## src/rtl/ivt_pkg.sv

```systemverilog
package ivt_pkg;

  // Register offsets decoded by the bus interface
  localparam int unsigned OFS_INTERVAL = 3;
  localparam int unsigned OFS_CTRL     = 4;

  // Interval as counted: a zero interval behaves as a single unit
  function automatic int unsigned eff_interval(input int unsigned raw);
    return (raw == 0) ? 1 : raw;
  endfunction

  // Clock cycles per timer unit, never below one
  function automatic int unsigned tick_div(input int unsigned clk_hz,
                                           input int unsigned tick_hz);
    int unsigned d;
    d = (tick_hz == 0) ? 1 : clk_hz / tick_hz;
    return (d == 0) ? 1 : d;
  endfunction

endpackage

```

## src/rtl/ivt_tick_gen.sv

```systemverilog
module ivt_tick_gen #(
  parameter int unsigned DIV = 4
) (
  input  logic clk,
  input  logic rst_n,
  input  logic restart_i,
  output logic tick_o
);

  generate
    if (DIV <= 1) begin : g_every_cycle
      assign tick_o = !restart_i;
    end else begin : g_divider
      localparam int unsigned PC_W = $clog2(DIV);
      localparam logic [PC_W-1:0] LAST = PC_W'(DIV - 1);
      logic [PC_W-1:0] pc_q;

      always_ff @(posedge clk or negedge rst_n) begin
        if (!rst_n)              pc_q <= '0;
        else if (restart_i)      pc_q <= '0;
        else if (pc_q == LAST)   pc_q <= '0;
        else                     pc_q <= pc_q + PC_W'(1);
      end

      assign tick_o = (pc_q == LAST) && !restart_i;

      // units are at least two cycles apart when dividing
      a_r3_tick_gap: assert property (@(posedge clk) disable iff (!rst_n)
        tick_o |=> !tick_o);
      // a restart realigns the unit phase
      a_r3_restart_phase: assert property (@(posedge clk) disable iff (!rst_n)
        restart_i |=> !tick_o);
    end
  endgenerate

endmodule

```

## src/rtl/ivt_regs.sv

```systemverilog
module ivt_regs
  import ivt_pkg::*;
#(
  parameter int unsigned IVL_W  = 8,
  parameter int unsigned ADDR_W = 3
) (
  input  logic              clk,
  input  logic              rst_n,
  input  logic [ADDR_W-1:0] addr_i,
  input  logic              wr_i,
  input  logic [IVL_W-1:0]  wdata_i,
  output logic [IVL_W-1:0]  rdata_o,
  output logic [IVL_W-1:0]  ivl_o,
  output logic              arm_o,
  output logic              disarm_o
);

  localparam logic [ADDR_W-1:0] A_IVL  = ADDR_W'(OFS_INTERVAL);
  localparam logic [ADDR_W-1:0] A_CTRL = ADDR_W'(OFS_CTRL);

  logic [IVL_W-1:0] ivl_q;
  logic             en_q;
  logic             wr_ivl, wr_ctrl;

  assign wr_ivl  = wr_i && (addr_i == A_IVL);
  assign wr_ctrl = wr_i && (addr_i == A_CTRL);

  // Named events for the counter and the assertions
  assign arm_o    = wr_ctrl &&  wdata_i[0] && !en_q;
  assign disarm_o = wr_ctrl && !wdata_i[0];

  always_ff @(posedge clk or negedge rst_n) begin
    if (!rst_n) begin
      ivl_q <= IVL_W'(1);
      en_q  <= 1'b0;
    end else begin
      if (wr_ivl)  ivl_q <= wdata_i;
      if (wr_ctrl) en_q  <= wdata_i[0];
    end
  end

  always_comb begin
    case (addr_i)
      A_IVL:   rdata_o = ivl_q;
      A_CTRL:  rdata_o = {{(IVL_W-1){1'b0}}, en_q};
      default: rdata_o = '0;
    endcase
  end

  assign ivl_o = ivl_q;

  // an idle bus leaves both registers alone
  a_r10_idle_bus: assert property (@(posedge clk) disable iff (!rst_n)
    !wr_i |=> ($stable(ivl_q) && $stable(en_q)));
  // a start leaves the enable set
  a_r2_arm_sets_en: assert property (@(posedge clk) disable iff (!rst_n)
    arm_o |=> en_q);

endmodule

```

## src/rtl/ivt_countdown.sv

```systemverilog
module ivt_countdown #(
  parameter int unsigned IVL_W = 8
) (
  input  logic             clk,
  input  logic             rst_n,
  input  logic             arm_i,
  input  logic             disarm_i,
  input  logic             tick_i,
  input  logic [IVL_W-1:0] load_i,
  output logic             running_o,
  output logic             timeout_o,
  output logic             irq_o
);

  logic [IVL_W-1:0] cnt_q;
  logic             run_q, to_q, irq_q;
  logic             expire;

  assign expire = run_q && tick_i && (cnt_q == IVL_W'(1)) && !disarm_i && !arm_i;

  always_ff @(posedge clk or negedge rst_n) begin
    if (!rst_n) begin
      cnt_q <= '0;
      run_q <= 1'b0;
      to_q  <= 1'b0;
      irq_q <= 1'b0;
    end else begin
      irq_q <= expire;
      if (arm_i) begin
        cnt_q <= load_i;
        run_q <= 1'b1;
        to_q  <= 1'b0;
      end else if (disarm_i) begin
        run_q <= 1'b0;
        to_q  <= 1'b0;
      end else if (expire) begin
        run_q <= 1'b0;
        to_q  <= 1'b1;
      end else if (run_q && tick_i) begin
        cnt_q <= cnt_q - IVL_W'(1);
      end
    end
  end

  assign running_o = run_q;
  assign timeout_o = to_q;
  assign irq_o     = irq_q;

  // the request lasts one cycle
  a_r8_irq_one_cycle: assert property (@(posedge clk) disable iff (!rst_n)
    irq_q |=> !irq_q);
  // the request coincides with the flag
  a_r8_irq_with_flag: assert property (@(posedge clk) disable iff (!rst_n)
    irq_q |-> to_q);
  // the flag holds until disabled
  a_r5_flag_holds: assert property (@(posedge clk) disable iff (!rst_n)
    (to_q && !disarm_i) |=> to_q);
  // disabling clears the flag and blocks any request
  a_r6_disarm_clears: assert property (@(posedge clk) disable iff (!rst_n)
    disarm_i |=> (!to_q && !irq_q && !run_q));
  // nothing counts after a timeout
  a_r7_stopped: assert property (@(posedge clk) disable iff (!rst_n)
    to_q |-> !run_q);
  // a running count never reaches zero
  a_r3_count_nonzero: assert property (@(posedge clk) disable iff (!rst_n)
    run_q |-> (cnt_q != '0));
  // between units the count is held
  a_r9_count_held: assert property (@(posedge clk) disable iff (!rst_n)
    (run_q && !tick_i && !arm_i) |=> $stable(cnt_q));

endmodule

```

## src/rtl/ivt_timer.sv

```systemverilog
module ivt_timer
  import ivt_pkg::*;
#(
  parameter int unsigned CLK_HZ  = 50_000_000,
  parameter int unsigned TICK_HZ = 5_000,
  parameter int unsigned IVL_W   = 8,
  parameter int unsigned ADDR_W  = 3
) (
  input  logic              clk,
  input  logic              rst_n,
  input  logic [ADDR_W-1:0] bus_addr,
  input  logic              bus_wr,
  input  logic [IVL_W-1:0]  bus_wdata,
  output logic [IVL_W-1:0]  bus_rdata,
  output logic              timeout_o,
  output logic              irq_o
);

  localparam int unsigned DIV = tick_div(CLK_HZ, TICK_HZ);

  logic [IVL_W-1:0] ivl;
  logic [IVL_W-1:0] load_val;
  logic             arm_evt, disarm_evt, tick, running;

  ivt_regs #(.IVL_W(IVL_W), .ADDR_W(ADDR_W)) u_regs (
    .clk      (clk),
    .rst_n    (rst_n),
    .addr_i   (bus_addr),
    .wr_i     (bus_wr),
    .wdata_i  (bus_wdata),
    .rdata_o  (bus_rdata),
    .ivl_o    (ivl),
    .arm_o    (arm_evt),
    .disarm_o (disarm_evt)
  );

  assign load_val = IVL_W'(eff_interval(int'(ivl)));

  ivt_tick_gen #(.DIV(DIV)) u_tick (
    .clk       (clk),
    .rst_n     (rst_n),
    .restart_i (arm_evt),
    .tick_o    (tick)
  );

  ivt_countdown #(.IVL_W(IVL_W)) u_cnt (
    .clk       (clk),
    .rst_n     (rst_n),
    .arm_i     (arm_evt),
    .disarm_i  (disarm_evt),
    .tick_i    (tick),
    .load_i    (load_val),
    .running_o (running),
    .timeout_o (timeout_o),
    .irq_o     (irq_o)
  );

  // a start always leaves the counter running
  a_r4_arm_runs: assert property (@(posedge clk) disable iff (!rst_n)
    arm_evt |=> running);
  // a request only follows a running count
  a_r7_irq_from_run: assert property (@(posedge clk) disable iff (!rst_n)
    irq_o |-> $past(running));

endmodule

```

## config.mk

```make
export PLATFORM = sky130hd
export DESIGN_NAME = ivt_timer
export DESIGN_NICKNAME = d
export VERILOG_FILES = /design/src/rtl/ivt_pkg.sv /design/src/rtl/ivt_tick_gen.sv /design/src/rtl/ivt_regs.sv /design/src/rtl/ivt_countdown.sv /design/src/rtl/ivt_timer.sv
export SDC_FILE = /design/constraint.sdc
export NUM_CORES = 1
export LEC_CHECK = 0
export ABC_AREA = 1
export BUFFER_PORTS_ARGS = -buffer_cell sky130_fd_sc_hd__buf_2
export CORE_MARGIN = 4
export CORE_UTILIZATION = 30
export DETAILED_ROUTE_END_ITERATION = 6
export GPL_TIMING_DRIVEN = 1
export MAX_ROUTING_LAYER = met4
export PLACE_DENSITY = 0.58
export SYNTH_ARGS = -nofsm -noshare
export SYNTH_HDL_FRONTEND = slang
export SYNTH_SLANG_ARGS = --single-unit
```

## constraint.sdc

```tcl
create_clock -name clk -period 2.9 [get_ports clk]
set_input_delay 0.58 -clock clk [delete_from_list [all_inputs] [get_ports clk]]
set_output_delay 0.58 -clock clk [all_outputs]
set_load 0.05 [all_outputs]
```

Word-level counts from Yosys, hierarchy flattened
Index checks and enable logic that the tools add are counted.
{"block": "word_totals", "ff_bits": 34, "out_inout_bits": 10, "mem_bits_ro": 0, "latch_bits": 0, "mem_count": 0, "inputBits": 14, "word_cells": 47, "ramBits": 0}
{"block": "classes", "muxes": 14, "div": 0, "multipliers": 0, "addsub": 2, "shift": 0, "n_reduce_logical": 18, "eq_ne": 6, "bitwise_logic": 0, "magnitude_cmp": 0}
{"op": "2-to-1 mux 8 bit", "n": 5}
{"op": "2-to-1 mux 14 bit", "n": 2}
{"op": "one-hot mux 8 bit (2 select lines)", "n": 1}
{"op": "adder 14 x 1 -> 14 bit (second input constant)", "n": 1}
{"op": "== test 14 bit (second input constant)", "n": 1}
{"op": "logical AND 1 bit", "n": 10}
{"op": "== test 8 x 1 -> 1 bit (second input constant)", "n": 1}
{"op": "logical NOT 8 bit", "n": 1}
{"op": "subtractor 8 x 1 -> 8 bit (second input constant)", "n": 1}
{"op": "2-to-1 mux 1 bit", "n": 6}
{"op": "logical NOT 1 bit", "n": 4}
{"op": "!= test 2 x 1 -> 1 bit (second input constant)", "n": 2}
{"op": "== test 3 x 2 -> 1 bit (second input constant)", "n": 1}
{"op": "== test 3 bit (second input constant)", "n": 1}
{"op": "AND reduction 3 bit", "n": 1}
{"op": "nonzero test 3 bit", "n": 1}
{"op": "nonzero test 2 bit", "n": 1}

Depth between registers and ports, before layout
Gate-level depths: netlist (run 1).
{"block": "depth", "ltp_word": 13, "ltp_mapped": 10, "mapped_depth_nobuf": 10}

Hierarchy
Synthesis (run 1) repeated with hierarchy kept, for this count alone.
{"block": "unflattened", "hier_cells": 288, "hier_area_um2": 2089.5}
{"module": "ivt_tick_gen", "cells_each": 109, "area_each_um2": 842.1, "instances": 1, "seq_area_each_um2": 350.3}
{"module": "ivt_countdown", "cells_each": 99, "area_each_um2": 726.9, "instances": 1, "seq_area_each_um2": 275.3}
{"module": "ivt_regs", "cells_each": 65, "area_each_um2": 462.9, "instances": 1, "seq_area_each_um2": 226.5}
{"module": "ivt_timer", "cells_each": 15, "area_each_um2": 57.6, "instances": 1, "seq_area_each_um2": 0.0}

Worst setup path after synthesis (run 1)
No wires, ideal clock.
{"block": "synth_timing", "path_type": "input to output", "start": "input port bus_addr[1]", "end": "output port bus_rdata[0]", "arrival_ns": 2.000, "n_path_buf": 0, "cell_stages": 4, "setup_slack_ns": 0.320, "required_ns": 2.320, "cell_sequence": "inv_1 > nor3_2 > inv_1 > o21ai_0"}
{"block": "synth_via", "elab_chain_len": 2, "elab_cells_between_ends": 3, "cone_classes": "2 x eq/ne; 1 x mux"}
{"item": "from (decl)", "line_no": "ivt_timer.sv:11", "rtl": "input logic [ADDR_W-1:0] bus_addr,"}
{"item": "== test 3 bit / == test 3 x 2 -> 1 bit (equally long branches)", "line_no": "ivt_regs.sv:43", "rtl": "case (addr_i)"}
{"item": "one-hot mux 8 bit (2 select lines) (*)", "line_no": "ivt_regs.sv:43"}
{"item": "to (decl)", "line_no": "ivt_timer.sv:14", "rtl": "output logic [IVL_W-1:0] bus_rdata,"}
Mark *: on every way between the ends. The rest lies on a longest branch, timed or not.

Worst setup path in the final report (run 1)
Same ends and word-level chain as after synthesis.

==> flow_metrics.env, run 1 <==
export IMPL_regArea_sq_um=852
export IMPL_critPathCaptureType="output pin"
export IMPL_p_switching_uw=604
export IMPL_hp_class="primary input to async pin"
export IMPL_die_area_sq_mm=0.00792
export IMPL_num_rows=29
export IMPL_antenna_left=0
export IMPL_drt_first_pass_iters=4
export IMPL_start_kind="primary input"
export IMPL_cts_tree="built"
export IMPL_grt_start_max_net_pins=35
export IMPL_required_ns=2.32
export IMPL_utilization_pct=35.2
export IMPL_crit_buf_inv=4
export IMPL_synth_area_sq_mm=0.00197
export IMPL_grt_pass1_vias=1571
export IMPL_dp_hpwl_um=2850
export IMPL_grt_overflow_total=0
export IMPL_syn_avg_cell_area_sq_um=7.72
export IMPL_cts_root_buf="clkbuf_8"
export IMPL_final_net_count=299
export IMPL_syn_nets=272
export IMPL_crit_slowest_cell="buf_2"
export IMPL_wl_um=3910
export IMPL_die_y_um=89.0
export IMPL_track_usage_pct=11.4
export IMPL_skew_ns=0.00501
export IMPL_htreeDepth=2
export IMPL_max_cap_viol_count=0
export IMPL_grt_pass1_wl_um=7000
export IMPL_seqPwrFrac_pct=44.8
export IMPL_vias=1676
export IMPL_path_delay_family="buffers and inverters"
export IMPL_cpPeakStageDelay_ns=0.29
export IMPL_combPwrFrac_pct=34.6
export IMPL_leakage_nw=1.15
export IMPL_synth_edff_count=0
export IMPL_num_fill_cells=667
export IMPL_cts_buffers=5
export IMPL_ys_types=30
export IMPL_coreArea_sq_mm=0.00635
export IMPL_met1_usage_pct=15.3
export IMPL_start_util_pct=31.0
export IMPL_setup_viol=0
export IMPL_ys_warn_count=0
export IMPL_grt_util_met2_pct=17.2
export IMPL_met3_usage_pct=2.03
export IMPL_drc=0
export IMPL_synth_cells=255
export IMPL_hold_violations=0
export IMPL_tns_ns=0
export IMPL_ys_seq_area_share_pct=43.3
export IMPL_power_density_mw_per_mm2=702
export IMPL_clk_pin_slew_ns=0.07
export IMPL_max_slew_margin_pct=49.1
export IMPL_cts_setup_buffers=0
export IMPL_ys_ff_latch=34
export IMPL_finalCriticalPeriod_ns=2.10
export IMPL_routabilityCongestion=0.802
export IMPL_synthFlopType="dfrtp_1"
export IMPL_cp_arrival_ns=1.52
export IMPL_port_buffers=23
export IMPL_worstSetupPathType="primary input to output pin"
export IMPL_intPower_uw=966
export IMPL_vdd_drop_max_mv=0.243
export IMPL_cts_resized=0
export IMPL_async_flop_share_pct=100
export IMPL_rsz0062_at_grt="false"
export IMPL_path_max_fanout=8
export IMPL_vias_per_cell=4.67
export IMPL_drt_iter0_markers=127
export IMPL_io_pins=24
export IMPL_max_freq_ghz=0.475
export IMPL_die_x_um=89.0
export IMPL_switching_share_pct=38.5
export IMPL_clkLatencyLatePin_ns=0.28
export IMPL_cp_cell_sequence="buf_2 > inv_1 > nor3_2 > inv_1 > o21ai_0 > buf_2"
export IMPL_outcome="completed"
export IMPL_drive_gt1_share_pct=18.4
export IMPL_num_antenna_cells=0
export IMPL_cts_hold_buf=0
export IMPL_clockBufferDepth=2
export IMPL_cts_sinks=34
export IMPL_syn_to_final_growth_pct=13.5
export IMPL_wl_per_cell_um=10.9
export IMPL_multi_input_area_sq_um=953
export IMPL_post_route_period_util_pct=72.5
export IMPL_power_frac_clock_pct=20.6
export IMPL_grt_busiest_layer="met2"
export IMPL_antenna_found_initial=0
export IMPL_finalMaxSlewViolations=0
export IMPL_worst_pin_slew_ns=0.764
cell usage in the layout (no fill, tap or decap), types with 2 or more instances in the layout:
cell	count
nand2_1	57
nor2_1	35
dfrtp_1	33
inv_1	30
buf_2	23
nand3_1	20
a21oi_1	13
nand4_1	11
o21ai_1	7
inv_2	6
o21ai_0	5
xor2_1	5
clkbuf_8	5
nand2_2	3
nor2_2	3
nor3_1	3
ha_1	3
nor3_2	2
nor2_4	2
clkinv_1	2
nand3_4	2
nand3_2	2
clkbuf_1	2
power groups by stage:
stage	logic, mW	clock network, mW	registers, mW
after floorplan	0.457	0	0.686
after global placement	0.538	0	0.710
after detailed placement	0.542	0	0.713
after CTS	0.547	0.340	0.704
after global routing	0.639	0.354	0.724
final	0.542	0.323	0.704
sequential cells by signal, indices dropped and copies added (netlist names):
signal	flops
u_tick.g_divider.pc_q	14
u_regs.en_q	1
u_cnt.cnt_q	8
u_regs.ivl_o	8
u_cnt.running_o	1
u_cnt.irq_o	1
u_cnt.timeout_o	1
worst register-to-register path: stages (launching register included):
cell     delay (ns)
dfrtp_1        0.36
ha_1           0.18
nand2_2        0.10
nor2_8         0.13
inv_2          0.04
nor2_2         0.10
nand3_2        0.12
nand2_4        0.15
nand3_4        0.14
nand2_1        0.10
nand2_1        0.05
path summary, 6_finish.rpt:
path | depth (start not counted) | startpoint | slack [ns] | end
max | 6 | bus_addr[1] | 0.80 | bus_rdata[0]
min | 1 | rst_n | 0.37 | u_tick.g_divider.pc_q[5]$_DFF_PN0_
max reg2reg | 10 | u_tick.g_divider.pc_q[0]$_DFF_PN0_ | 1.31 | u_cnt.cnt_q[0]$_DFFE_PN0P_
min reg2reg | 1 | u_tick.g_divider.pc_q[0]$_DFF_PN0_ | 0.45 | u_tick.g_divider.pc_q[0]$_DFF_PN0_
max in group asynchronous | 1 | rst_n | 2.04 | u_regs.ivl_o[1]$_DFFE_PN0P_
min in group clk | 1 | u_tick.g_divider.pc_q[0]$_DFF_PN0_ | 0.45 | u_tick.g_divider.pc_q[0]$_DFF_PN0_
synthesized netlist by cell type (5+ instances only):
library cell	n	share of area (%)
nor2_1	35	6.7
dfrtp_1	33	42
nand2_1	57	11
xor2_1	5	2.2
nand3_1	20	5.1
a21oi_1	13	3.3
nand4_1	11	3.5
inv_1	30	5.7
o21ai_1	7	1.8
o21ai_0	5	1.3
inv_2	6	1.1
routing by layer:
| layer | up-vias | part of all wire, % |
|---|---|---|
| li1 | 872 | - |
| met2 | 36 | 42 |
| met1 | 762 | 51 |
| met5 | - | 0 |
| met3 | 6 | 4.7 |
| met4 | 0 | 1.7 |
cell type report:
class | count | area share (%)
clock buffers | 7 | 3.41
inverters | 38 | 6.38
multi-input cells | 180 | 42.6
flip-flops and latches | 34 | 38.1
well taps | 77 | 4.31
repair buffers | 23 | 5.15
cells by family (layout without fill, tap and decap cells):
family / Yosys count / in the layout / synth area share [%]
fa+ha+maj: 3 / 3 / 1.91
compound gates: 25 / 25 / 6.35
simple gates: 146 / 146 / 37.5
buf+inv: 41 / 68 / 8.32
xor+xnor: 6 / 6 / 2.67
flops: 34 / 34 / 43.3
through the flow:
stage	hold slack [ns]	power (mW)	instance area (sq um)	setup WS [ns]	std cells
2_1_floorplan	0.284	1.14	1970	0.320	255
3_3_place_gp	0.446	1.25	2160	0.828	352
3_5_place_dp	0.447	1.25	2160	0.796	352
4_1_cts	0.400	1.59	2240	0.785	359
5_1_grt	0.434	1.72	2240	0.692	359
6_report	0.373	1.57	2240	0.796	359
(Power assumes the default switching activity.)
==> run 2, diff against run 1 <==
--- a/config.mk
+++ b/config.mk
@@ -5,14 +5,14 @@
 export SDC_FILE = /design/constraint.sdc
 export NUM_CORES = 1
 export LEC_CHECK = 0
-export ABC_AREA = 1
+export ABC_AREA = 0
 export BUFFER_PORTS_ARGS = -buffer_cell sky130_fd_sc_hd__buf_2
 export CORE_MARGIN = 4
 export CORE_UTILIZATION = 30
 export DETAILED_ROUTE_END_ITERATION = 6
 export GPL_TIMING_DRIVEN = 1
 export MAX_ROUTING_LAYER = met4
-export PLACE_DENSITY = 0.58
+export PLACE_DENSITY = 0.59
 export SYNTH_ARGS = -nofsm -noshare
 export SYNTH_HDL_FRONTEND = slang
 export SYNTH_SLANG_ARGS = --single-unit
==> constraint.sdc (replaced) <==
create_clock -name clk -period 1.87 [get_ports clk]
set_input_delay 0.374 -clock clk [delete_from_list [all_inputs] [get_ports clk]]
set_output_delay 0.374 -clock clk [all_outputs]
set_load 0.05 [all_outputs]
==> flow_metrics.env, run 2 <==
export IMPL_synth_most_common_cell="dfrtp_1"
export IMPL_worst_pin_slew_ns=0.432
export IMPL_final_common_cell="dfrtp_1"
export IMPL_io_pins=24
export IMPL_hp_class="primary input to async pin"
export IMPL_cts_root_buf="clkbuf_8"
export IMPL_ys_ff_latch=34
export IMPL_post_route_period_util_pct=104
export IMPL_clkLatencyLatePin_ns=0.29
export IMPL_start_util_pct=31.5
export IMPL_antenna_left=0
export IMPL_die_x_um=87.8
export IMPL_skew_ns=0.00903
export IMPL_clk_pin_slew_ns=0.07
export IMPL_critPathCaptureType="register"
export IMPL_hold_violations=0
export IMPL_grt_overflow_total=0
export IMPL_synth_top_area_share_pct=43.3
export IMPL_finalMaxSlewViolations=0
export IMPL_vdd_drop_max_mv=0.609
export IMPL_async_flop_share_pct=100
export IMPL_multi_input_area_sq_mm=0.00103
export IMPL_mostFrequentLayoutCells="dfrtp_1 (33), buf_4 (25), nor2_1 (24), buf_2 (23), nand2_1 (18)"
export IMPL_wl_per_cell_um=13.6
export IMPL_vias=1621
export IMPL_die_y_um=87.8
export IMPL_ys_warn_count=0
export IMPL_worstSetupPathType="register to register"
export IMPL_port_buffers=23
export IMPL_required_ns=2.05
export IMPL_start_kind="register"
export IMPL_vias_per_cell=5.11
export IMPL_power_density_mw_per_mm2=1070
export IMPL_final_net_count=258
export IMPL_synthFlopType="dfrtp_1"
export IMPL_wl_um=4310
export IMPL_ys_types=47
export IMPL_synth_common_cells="dfrtp_1 (33), nor2_1 (24), nand2_1 (19)"
export IMPL_violations="negative setup slack"
export IMPL_setup_ws_ns=-0.0837
export IMPL_coreArea_sq_mm=0.00606
export IMPL_largest_register_ffs=14
export IMPL_drt_iter0_markers=73
export IMPL_grt_pass1_vias=1579
export IMPL_synth_edff_count=0
export IMPL_num_rows=28
export IMPL_outcome="finished with violations"
export IMPL_regMostFlops="u_tick.g_divider.pc_q"
export IMPL_max_cap_viol_count=0
export IMPL_tns_ns=-0.299
export IMPL_drive_gt1_share_pct=33.9
export IMPL_synth_cells=191
export IMPL_path_max_fanout=2
export IMPL_cts_tree="built"
export IMPL_finalCriticalPeriod_ns=1.95
export IMPL_num_antenna_cells=0
export IMPL_max_freq_ghz=0.512
export IMPL_die_area_sq_mm=0.00770
export IMPL_holdWs_ns=0.0968
export IMPL_antenna_found_initial=0
export IMPL_cp_arrival_ns=2.13
export IMPL_yosysTopAreaCell="dfrtp_1"
export IMPL_regArea_sq_um=852
export IMPL_grt_pass1_wl_um=7400
export IMPL_grt_start_max_net_pins=35
export IMPL_setup_viol=5
export IMPL_leakage_nw=1.13
export IMPL_syn_nets=208
export IMPL_htreeDepth=2
export IMPL_syn_avg_cell_area_sq_um=9.99
export IMPL_num_fill_cells=607
export IMPL_synth_area_sq_mm=0.00191
export IMPL_cts_sinks=34
export IMPL_drc=0
export IMPL_cts_buffers=5
export IMPL_finalPower_mw=2.58
export IMPL_track_usage_pct=12.7
export IMPL_rsz0062_at_grt="true"
export IMPL_synthTopCellsByArea="dfrtp_1 (43%), mux2_2 (4.7%), nor2_1 (4.7%), nand2_1 (3.7%), nor4_4 (3.3%)"
export IMPL_ys_seq_area_share_pct=44.7
export IMPL_dp_hpwl_um=3250
export IMPL_routabilityCongestion=0.843
export IMPL_syn_to_final_growth_pct=26.0
export IMPL_clockBufferDepth=2
export IMPL_drt_first_pass_iters=4
export IMPL_max_slew_margin_pct=71.2
## run 2: cell types whose count changed after synthesis, moves of 4 or more
cell,change
a21oi_1,-6
a22oi_1,+5
and2_1,+10
inv_1,-26
inv_2,-6
mux2_2,+8
mux2i_1,+5
nand2_1,-38
nand3_1,-14
nand4_1,-4
nor2_1,-11
o21ai_1,-7
or3_1,+5
## run 2: area by class of cell
| cell class | count | area share (%) |
|---|---|---|
| clock buffer | 8 | 4.58 |
| multi-input combinational | 148 | 42.9 |
| inverter | 4 | 0.624 |
| sequential | 34 | 35.4 |
| tap | 75 | 3.90 |
| timing repair buffer | 48 | 12.6 |
## run 2: logic make-up after synthesis
family | count (synthesis) | share of synthesized area [%]
AOI/OAI and AO/OA | 25 | 8.98
and+or+nand+nor | 98 | 30.6
muxes | 13 | 7.34
buffers and inverters | 9 | 2.29
xor gates and xnor gates | 9 | 4.13
DFF | 34 | 44.7
adders and majority gates | 3 | 1.97
## run 2: where the power goes
group          total, mW  leakage (nW)  internal (mW)  switching [mW]
Sequential          1.15         0.416          0.940           0.205
Clock              0.646        0.0575          0.372           0.274
Combinational      0.793         0.657          0.411           0.382
## run 2: critical path, stage by stage, from the launching register on
cell and delay [ns]:
dfrtp_1 0.39, or4bb_4 0.57, nor4_4 0.24, nand4_1 0.19, mux2i_1 0.16, a221o_2 0.30
## run 2: final timing paths
kind	start	endpoint	slack (ns)	depth (start not counted)
worst max-delay path	u_tick.g_divider.pc_q[12]$_DFF_PN0_	u_cnt.cnt_q[6]$_DFFE_PN0P_	-0.08	5
max in group asynchronous	rst_n	u_regs.ivl_o[0]$_DFFE_PN1P_	1.43	2
worst min-delay path	rst_n	u_cnt.cnt_q[7]$_DFFE_PN0P_	0.1	2
worst min register to register	u_tick.g_divider.pc_q[0]$_DFF_PN0_	u_tick.g_divider.pc_q[0]$_DFF_PN0_	0.46	1
min in group clk	bus_wdata[6]	u_regs.ivl_o[6]$_DFFE_PN0P_	0.31	2
worst max register to register	u_tick.g_divider.pc_q[12]$_DFF_PN0_	u_cnt.cnt_q[6]$_DFFE_PN0P_	-0.08	5
## run 2: routing by layer
| metal | up-vias | global-route usage [%] | wire length [um] |
|---|---|---|---|
| met3 | 6 | 2.54 | 165 |
| met5 | - | - | 0 |
| met4 | 0 | 5.44 | 82 |
| met2 | 34 | 19.7 | 2040 |
| met1 | 794 | 16.2 | 2020 |
| li1 | 787 | - | - |
## run 2: what timing repair did
item                       in CTS  in global routing
pin swaps                       2                  6
setup endpoints to repair       7                 19
cloned                          0                  0
hold buffers                    0                  0
resized for setup               2                  4
setup buffers                   0                  3
## run 2: per-stage QoR
step                instances  util, %  worst slack, ns  instance area (sq um)
global route              317     39.7           -0.183                   2400
global placement          306     37.2          -0.0769                   2260
CTS                       314     39.1          -0.0958                   2370
finish                    317     39.7          -0.0837                   2400
detailed placement        306     37.2           -0.103                   2260
floorplan                 191        -          -0.0905                   1910
==> run 3, diff against run 2 <==
--- a/config.mk
+++ b/config.mk
@@ -15,4 +15,5 @@
 export PLACE_DENSITY = 0.59
 export SYNTH_ARGS = -nofsm -noshare
 export SYNTH_HDL_FRONTEND = slang
+export SYNTH_HIERARCHICAL = 1
 export SYNTH_SLANG_ARGS = --single-unit
==> flow_metrics.env, run 3 <==
export IMPL_syn_to_final_growth_pct=34.7
export IMPL_drive_gt1_share_pct=41.9
export IMPL_critPathCaptureType="register"
export IMPL_post_route_period_util_pct=102
export IMPL_leakage_nw=1.18
export IMPL_start_util_pct=31.7
export IMPL_regArea_sq_um=852
export IMPL_dp_cells=312
export IMPL_coreArea_sq_mm=0.00610
export IMPL_routabilityCongestion=0.867
export IMPL_holdWs_ns=0.112
export IMPL_synthFlopType="dfrtp_1"
export IMPL_final_area_sq_mm=0.00260
export IMPL_synth_cells=192
export IMPL_path_max_fanout=3
export IMPL_synthTopCellsByArea="dfrtp_1 (43%), mux2_2 (5.2%), nor2_1 (4.9%), xnor2_1 (4.5%), ha_1 (2.6%)"
export IMPL_synth_edff_count=0
export IMPL_cts_sinks=34
export IMPL_track_usage_pct=12.8
export IMPL_grt_pass1_vias=1596
export IMPL_violations="negative setup slack"
export IMPL_utilization_pct=42.7
export IMPL_drt_iter0_markers=83
export IMPL_startpoint="u_tick/g_divider.pc_q[0]$_DFF_PN0_"
export IMPL_ys_types=50
export IMPL_die_area_sq_mm=0.00779
export IMPL_worst_r2r_startpoint="u_tick/g_divider.pc_q[0]$_DFF_PN0_"
export IMPL_mostFrequentLayoutCells="buf_4 (34), dfrtp_1 (33), nor2_1 (25), buf_2 (23)"
export IMPL_start_kind="register"
export IMPL_setup_ws_ns=-0.0331
export IMPL_skew_ns=0.00304
export IMPL_placed_area_sq_mm=0.00239
export IMPL_final_net_count=264
export IMPL_yosys_area_share_simple_pct=27.4
export IMPL_port_buffers=23
export IMPL_vdd_drop_max_mv=0.482
export IMPL_num_rows=28
export IMPL_dp_hpwl_um=3140
export IMPL_hp_class="primary input to async pin"
export IMPL_yosys_area_share_adder_pct=2.59
export IMPL_finalPower_mw=2.74
export IMPL_outcome="finished with violations"
export IMPL_syn_avg_cell_area_sq_um=10.1
export IMPL_max_freq_ghz=0.525
export IMPL_drt_first_pass_iters=4
export IMPL_required_ns=2.09
export IMPL_io_pins=24
export IMPL_clockBufferDepth=2
export IMPL_r2r_cells=7
export IMPL_layout_cells_non_filler=321
export IMPL_synth_common_cells="dfrtp_1 (33), nor2_1 (25), clkbuf_1 (12)"
export IMPL_final_common_cell="buf_4"
export IMPL_grt_overflow_total=0
export IMPL_finalCriticalPeriod_ns=1.90
export IMPL_cts_buffers=5
export IMPL_vias=1614
export IMPL_muxShareOfSynthArea_pct=5.24
export IMPL_syn_nets=210
export IMPL_worstSetupPathType="register to register"
export IMPL_synth_compound_area_share_pct=10.5
export IMPL_synth_xor_area_share_pct=5.44
export IMPL_antenna_left=0
export IMPL_grt_start_max_net_pins=35
export IMPL_vias_per_cell=5.03
export IMPL_ys_warn_count=6
export IMPL_largest_register_ffs=14
export IMPL_max_slew_margin_pct=70.6
export IMPL_clkLatencyLatePin_ns=0.28
export IMPL_cts_tree="built"
export IMPL_htreeDepth=2
export IMPL_finalMaxSlewViolations=0
export IMPL_grt_pass1_wl_um=7530
export IMPL_synth_top_family_by_area="simple AND/OR/NAND/NOR gates"
export IMPL_ys_seq_area_share_pct=44.1
export IMPL_die_y_um=88.3
export IMPL_yosysTopAreaCell="dfrtp_1"
export IMPL_synth_area_sq_mm=0.00193
export IMPL_drc=0
export IMPL_rsz0062_at_grt="true"
export IMPL_multi_input_area_sq_mm=0.00107
export IMPL_worst_pin_slew_ns=0.440
export IMPL_setup_viol=3
export IMPL_num_fill_cells=618
export IMPL_wl_um=4240
export IMPL_synth_most_common_cell="dfrtp_1"
export IMPL_ys_ff_latch=34
export IMPL_die_x_um=88.3
export IMPL_antenna_found_initial=0
export IMPL_max_cap_viol_count=0
export IMPL_synth_top_area_share_pct=42.7
export IMPL_clk_pin_slew_ns=0.07
export IMPL_num_antenna_cells=0
export IMPL_hold_violations=0
export IMPL_cts_hold_buf=0
export IMPL_cts_root_buf="clkbuf_8"
export IMPL_wl_per_cell_um=13.2
export IMPL_power_density_mw_per_mm2=1050
export IMPL_cp_arrival_ns=2.13
export IMPL_regMostFlops="u_tick/g_divider.pc_q"
export IMPL_async_flop_share_pct=100
[run 3: cell count changes in the layout (fill, tap and decap cells not counted), sizes merged, moves of 5 or more]
cell   change
a21oi      -5
a22oi      -5
buf       +14
mux2i      -5
nand2     -14
nor3       +8
xnor2      +7
[run 3: layout make-up]
| class | count | share of cell area, % |
|---|---|---|
| Clock inverter | 1 | 1.15 |
| Inverter | 8 | 1.15 |
| Multi-Input combinational cell | 135 | 41.1 |
| Sequential cell | 34 | 32.7 |
| Timing Repair Buffer | 62 | 17.1 |
| Clock buffer | 6 | 3.17 |
| Tap cell | 75 | 3.60 |
[run 3: repair_timing]
action / CTS / global route
endpoints found under the setup margin: 7 / 10
pin swaps: 6 / 6
resized for setup: 8 / 11
setup buffers: 1 / 1
[run 3: metrics by stage]
stage,setup TNS [ns],setup slack (ns)
detailed placement,-0.594,-0.191
CTS,-0.0251,-0.0187
floorplan,-0.0587,-0.0245
finish,-0.0493,-0.0331
global route,-0.924,-0.154
global placement,-0.357,-0.160
[run 3: cell families (layout without fill, tap and decap cells)]
family / Yosys count / after routing
muxes: 9 / 9
buffers and inverters: 23 / 77
AOI/OAI and AO/OA: 24 / 24
DFF: 34 / 34
and+or+nand+nor: 86 / 86
adders and majority gates: 4 / 4
xor gates and xnor gates: 12 / 12
[run 3: path summary, 6_finish.rpt]
kind,to,slack [ns]
min in group clk,u_regs/ivl_o[3]$_DFFE_PN0P_,0.32
max in group asynchronous,u_regs/ivl_o[0]$_DFFE_PN1P_,1.42
setup reg to reg,u_cnt/cnt_q[0]$_DFFE_PN0P_,-0.03
hold reg to reg,u_tick/g_divider.pc_q[13]$_DFF_PN0_,0.55
setup / recovery,u_cnt/cnt_q[0]$_DFFE_PN0P_,-0.03
hold / removal,u_regs/ivl_o[2]$_DFFE_PN0P_,0.11
[run 3: power by group]
group | internal, mW | switching, mW | leakage (nW)
clock | 0.426 | 0.263 | 0.0573
combinational | 0.482 | 0.489 | 0.700
sequential | 0.917 | 0.164 | 0.427
[run 3: layer usage]
layer  routed length, um  share of wire (%)  global-route usage, %
met1                2010                 47                   17.4
met2                1940                 46                   18.7
met3                 215                5.1                   2.42
met4                  76                1.8                   5.36
met5                   0                  0                      -
[run 3: critical path: stages, from the launching register on]
cell       delay, ns
dfrtp_1         0.36
ha_2            0.18
and3_4          0.19
nand4_1         0.14
nor2_1          0.16
nand3b_1        0.18
a2111oi_1       0.47
a221o_1         0.17
